$ cat src/rtl/acc_pkg.sv
package acc_pkg;

    typedef enum logic [1:0] {
        DOM_NONE    = 2'b00,
        DOM_CLIENT  = 2'b01,
        DOM_RSVD    = 2'b10,
        DOM_MANAGER = 2'b11
    } dom_mode_e;

    typedef enum logic [1:0] {
        PG_SECTION = 2'b00,
        PG_LARGE   = 2'b01,
        PG_SMALL   = 2'b10,
        PG_TINY    = 2'b11
    } pg_size_e;

    typedef enum logic [1:0] {
        FLT_NONE   = 2'b00,
        FLT_DOMAIN = 2'b01,
        FLT_PERM   = 2'b10
    } fault_e;

    typedef enum logic [1:0] {
        ST_IDLE    = 2'd0,
        ST_GRANT   = 2'd1,
        ST_DOMFLT  = 2'd2,
        ST_PERMFLT = 2'd3
    } chk_state_e;

    localparam int FIELD_W = 2;

endpackage

$ cat src/rtl/acc_perm_sel.sv
module acc_perm_sel
    import acc_pkg::*;
#(
    parameter int NSUB = 4,
    localparam int SUBW = $clog2(NSUB),
    localparam int APW  = NSUB * FIELD_W
) (
    input  logic [APW-1:0]    ap,
    input  pg_size_e          size,
    input  logic [SUBW-1:0]   sub_large,
    input  logic [SUBW-1:0]   sub_small,
    input  logic              write,
    input  logic              priv,
    output logic              perm_ok
);

    logic [FIELD_W-1:0] ap_f [NSUB];
    logic [SUBW-1:0]    idx;
    logic [FIELD_W-1:0] sel;

    for (genvar g = 0; g < NSUB; g++) begin : g_ap
        assign ap_f[g] = ap[g*FIELD_W +: FIELD_W];
    end

    // The page size decides which address bits pick the subpage.
    always_comb begin
        unique case (size)
            PG_LARGE: idx = sub_large;
            PG_SMALL: idx = sub_small;
            default:  idx = '0;
        endcase
    end

    assign sel = ap_f[idx];

    always_comb begin
        unique case (sel)
            2'b00:   perm_ok = 1'b0;
            2'b01:   perm_ok = priv;
            2'b10:   perm_ok = priv | ~write;
            default: perm_ok = 1'b1;
        endcase
    end

endmodule

$ cat config.mk
export PLATFORM = sky130hd
export DESIGN_NAME = acc_perm_sel
export DESIGN_NICKNAME = d
export VERILOG_FILES = /design/src/rtl/acc_pkg.sv /design/src/rtl/acc_perm_sel.sv
export SDC_FILE = /design/constraint.sdc
export NUM_CORES = 1
export LEC_CHECK = 0
export ABC_CLOCK_PERIOD_IN_PS = 1490
export BUFFER_PORTS_ARGS = -buffer_cell sky130_fd_sc_hd__buf_2
export CAP_MARGIN = 20
export CELL_PAD_IN_SITES_DETAIL_PLACEMENT = 0
export CELL_PAD_IN_SITES_GLOBAL_PLACEMENT = 1
export CORE_AREA = 4 4 41 43
export DETAILED_ROUTE_END_ITERATION = 16
export DIE_AREA = 0 0 45 47
export PLACE_DENSITY = 0.54
export REMOVE_ABC_BUFFERS = 1
export SLEW_MARGIN = 20
export SYNTH_ARGS = -nofsm -noshare
export SYNTH_HDL_FRONTEND = slang
export SYNTH_SLANG_ARGS = --single-unit
$ cat constraint.sdc
create_clock -name vclk -period 1.49
set_input_delay 0.0745 -clock vclk [all_inputs]
set_output_delay 0.0745 -clock vclk [all_outputs]
set_load 0.02 [all_outputs]
==> results of run 1 <==
-- layer usage --
metal / share of wire, % / vias to the layer above / GRT usage, %
met5: 0 / - / 0
met4: 0 / 0 / 0
met3: 17 / 0 / 1.15
met2: 35 / 16 / 7.63
met1: 47 / 98 / 7.42
li1: - / 124 / -
-- cells in the mapped netlist, drive strengths merged --
cell type,n
a22oi,3
nand2b,3
ha,2
inv,2
nor2,2
o21ai,2
a2bb2oi,1
buf,1
mux2i,1
nand3,1
nor3b,1
o21a,1
o221ai,1
o22ai,1
or2,1
-- what timing repair did --
| item | 4_1_cts | 5_1_grt |
|---|---|---|
| pin swaps | 1 | 4 |
| hold buffers | 0 | 0 |
| setup endpoints to repair | 1 | 1 |
| resized for setup | 3 | 9 |
-- layout make-up --
| type | instances | area (sq um) | area share (%) |
|---|---|---|---|
| multi-input cells | 20 | 205 | 58.6 |
| inverters | 2 | 7.51 | 2.14 |
| well taps | 15 | 18.8 | 5.36 |
| repair buffers | 20 | 119 | 33.9 |
-- metrics by stage --
step	power (mW)	cells	setup slack, ps	cell area (sq um)
CTS	0.102	57	13.3	318
detailed placement	0.0937	57	-21.3	298
floorplan	0.0521	22	141	171
global route	0.123	57	5.85	350
finish	0.113	57	71.4	350
global placement	0.0943	57	-25.5	298
-- report_power, final --
group	total [mW]	internal [mW]	switching, mW
Combinational	0.113	0.0645	0.0486
Clock	0	0	0
Sequential	0	0	0
Total	0.113	0.0645	0.0486
-- cell families after synthesis --
group	synth area share, %
simple gates	24.7
fa+ha+maj	13.7
mux	5.48
buf+inv	10.3
compound gates	45.9
-- critical path: stages --
cell and delay (ps):
buf_4 130, inv_2 60, ha_4 210, or2_0 220, mux2i_1 170, a2bb2oi_2 90
nor3b_2 180, nor2_1 50, buf_4 150
-- worst paths after layout --
path / cells past startpoint / slack, ps / from / endpoint
min: 4 / 510 / priv / perm_ok
max: 9 / 70 / size[0] / perm_ok
==> impl_metrics.toml, run 1 <==
[floorplanning]
die_h_um = 47
rows = 13
core_sq_um = 1300
initial_core_util_pct = 14.0
die_area_sq_um = 2120
die_x_um = 45
io_pins = 17

[layout]
diodes = 0
fillers = 154
postLayoutCoreUtil_pct = 26.9
drive_gt1_share_pct = 69.0
seq_area_sq_um = 0
area_growth_pct = 91.8
mostFrequentLayoutCell = "buf_2"
nNetsFinal = 62
nClkBuffers = 0
seq_cells = 0
final_cell_mix = "buf_2, buf_4, nand2b_1"

[synth]
yosysSeqAreaShare_pct = 0
syn_area_sq_um = 183
synth_top_cell_by_area = "ha_1"
yosysWarnings = 0
syn-mean-instance-area_sq_um = 7.94
synthCells = 23
yosysTopAreaCellShare_pct = 13.7
synth.area.top_cells = "ha_1, a22oi_4, nand2b_1"
ys_types = 16

[min_path]
hp-class = "in -> out"

[timing]
fin_crit_sh_pct = 95.2
worstMarginPinSlew_ps = 223
finalCriticalPeriod_ps = 1420
worst_hold_slack_ps = 512
rsz0062_at_grt = "false"
slew_viol_final = 0
maxSlewHeadroom_pct = 85.1
setup_violations = 0
hold_viol = 0
fin_tns_setup_ps = 0
fmax_mhz = 705

[drt]
dr.pass1.iters = 4
routedWlPerCell_um = 9.74
drc_errors = 0
wl_um = 555
ant_nets = 0
viasPerCell = 4.18
vias = 238
drt-initial-drc-count = 3

[power_and_ir_drop]
p_leak_nw = 0.167
p_per_area_nw_per_um2 = 323
ir_drop_mv = 0.137

[grt]
first_global_vias = 233
track_usage_pct = 4.96
grt_max_degree = 6
antenna_found_initial = 0
grt_overflow_total = 0
grt_pass1_wl_um = 848

[job]
max_cap_viol_count = 0

[place]
hpwlAfterDp_um = 498
place.gp.congestion = 0.642
port_buffers = 17

[critical_path]
worstPathRequired_ps = 1420
crit_fanout = 5
worstSetupPathType = "in -> out"
arrival_ps = 1340
cp-start-kind = "input port"
endpoint_kind = "primary output"

[cts]
post_cts_buffers = 0

[outcome]
outcome = "finished, final reports clean"
Note: power is estimated with default switching activity, not from simulation.
==> inputs of run 2 (changes only) <==
--- a/config.mk
+++ b/config.mk
@@ -8,14 +8,14 @@
 export ABC_CLOCK_PERIOD_IN_PS = 1490
 export BUFFER_PORTS_ARGS = -buffer_cell sky130_fd_sc_hd__buf_2
 export CAP_MARGIN = 20
-export CELL_PAD_IN_SITES_DETAIL_PLACEMENT = 0
+export CELL_PAD_IN_SITES_DETAIL_PLACEMENT = 1
 export CELL_PAD_IN_SITES_GLOBAL_PLACEMENT = 1
 export CORE_AREA = 4 4 41 43
 export DETAILED_ROUTE_END_ITERATION = 16
 export DIE_AREA = 0 0 45 47
 export PLACE_DENSITY = 0.54
 export REMOVE_ABC_BUFFERS = 1
-export SLEW_MARGIN = 20
+export SLEW_MARGIN = 10
 export SYNTH_ARGS = -nofsm -noshare
 export SYNTH_HDL_FRONTEND = slang
 export SYNTH_SLANG_ARGS = --single-unit
==> run 2 against run 1 <==
Net effect:
- cell count is the same
- critical path type unchanged
- combinational power hardly changed
- critical endpoint unchanged
- global-route usage increased by 0.16 points
==> impl_metrics.toml, run 2 (synthesis gave the netlist of run 1 again) <==
[outcome]
outcome = "finished, final reports clean"

[timing]
fmax_mhz = 717
setup_violations = 0
worstMarginPinSlew_ps = 168
worst_hold_slack_ps = 512
fin_tns_setup_ps = 0
finalCriticalPeriod_ps = 1400
fin_crit_sh_pct = 93.7
rsz0062_at_grt = "false"
hold_viol = 0
maxSlewHeadroom_pct = 88.5
slew_viol_final = 0

[min_path]
holdPathEnd = "perm_ok"
whs_path_depth = 4
hp-start = "priv"
hp-class = "in -> out"

[layout]
nClkBuffers = 0
fillers = 181
diodes = 0
multi_input_area_sq_um = 199
mostFrequentLayoutCell = "buf_2"
final_cell_mix = "buf_2, nand2b_1, buf_6, buf_4"
area_growth_pct = 93.8
seq_area_sq_um = 0
drive_gt1_share_pct = 66.7
seq_cells = 0
nNetsFinal = 62

[power_and_ir_drop]
power_frac_seq_pct = 0
power_mw = 0.115
p_leak_nw = 0.168
power_frac_comb_pct = 100.0
switching_share_pct = 42.8
p_sw_mw = 0.0491
p_per_area_nw_per_um2 = 324
p_int_mw = 0.0657
ir_drop_mv = 0.120
clock_power_share_pct = 0

[floorplanning]
die_h_um = 47
core_sq_um = 1300
die_area_sq_um = 2120
die_x_um = 45
rows = 13
io_pins = 17
initial_core_util_pct = 14.0

[job]
max_cap_viol_count = 0

[cts]
post_cts_buffers = 0

[critical_path]
worstPathRequired_ps = 1420
crit_fanout = 4
worstSetupPathType = "in -> out"
endpoint_kind = "primary output"
arrival_ps = 1320
cp-start-kind = "input port"

[drt]
wl_um = 603
routedWlPerCell_um = 10.6
drc_errors = 0
viasPerCell = 4.18
drt-initial-drc-count = 5
dr.pass1.iters = 2
ant_nets = 0
vias = 238

[place]
place.gp.congestion = 0.642
hpwlAfterDp_um = 543
port_buffers = 17

[grt]
track_usage_pct = 5.11
first_global_vias = 206
grt_pass1_wl_um = 848
grt_overflow_total = 0
grt_max_degree = 6
antenna_found_initial = 0
## run 2: layer usage
metal	wire length, um	GRT usage [%]	share of wire, %	vias up
li1	-	-	-	124
met2	219	8.47	36	16
met4	0	0	0	0
met1	289	6.97	48	98
met5	0	0	0	-
met3	94	1.53	16	0
## run 2: what timing repair did
item	in CTS	in global routing
hold buffers	0	0
resized for setup	3	12
setup endpoints to repair	1	1
pin swaps	1	7
## run 2: power groups by stage
stage / Sequential [mW] / Clock [mW] / Combinational, mW
floorplan: 0 / 0 / 0.0521
global placement: 0 / 0 / 0.0943
detailed placement: 0 / 0 / 0.0945
CTS: 0 / 0 / 0.103
global route: 0 / 0 / 0.127
finish: 0 / 0 / 0.115
## run 2: through the flow
stage / instances / worst slack, ps / utilization, % / cell area [sq um]
floorplan: 22 / 141 / - / 171
global placement: 57 / -25.5 / 22.9 / 298
detailed placement: 57 / -33.0 / 22.9 / 298
CTS: 57 / 3.84 / 24.4 / 318
global route: 57 / 2.09 / 27.2 / 354
finish: 57 / 94.4 / 27.2 / 354
## run 2: layout make-up
type | instances | share of cell area (%)
Timing Repair Buffer | 20 | 35.7
Inverter | 2 | 2.83
Multi-Input combinational cell | 20 | 56.2
Tap cell | 15 | 5.30
## run 2: critical path, cell delays in order
cell and delay (ps):
buf_6 90, inv_4 30, ha_4 160, a22oi_4 220, mux2i_1 250, a2bb2oi_2 90, a22oi_1 180, nor2_1 70
buf_4 150
## run 2: worst max path at each step
| stage | cells past startpoint | end | slack [ps] | startpoint |
|---|---|---|---|---|
| detailed placement | 9 | perm_ok | -30 | size[0] |
| finish | 9 | perm_ok | 90 | size[1] |
| global placement | 9 | perm_ok | -30 | size[0] |
| floorplan | 7 | perm_ok | 140 | size[0] |
| CTS | 9 | perm_ok | 4 | size[1] |
| global route | 9 | perm_ok | 2 | size[1] |
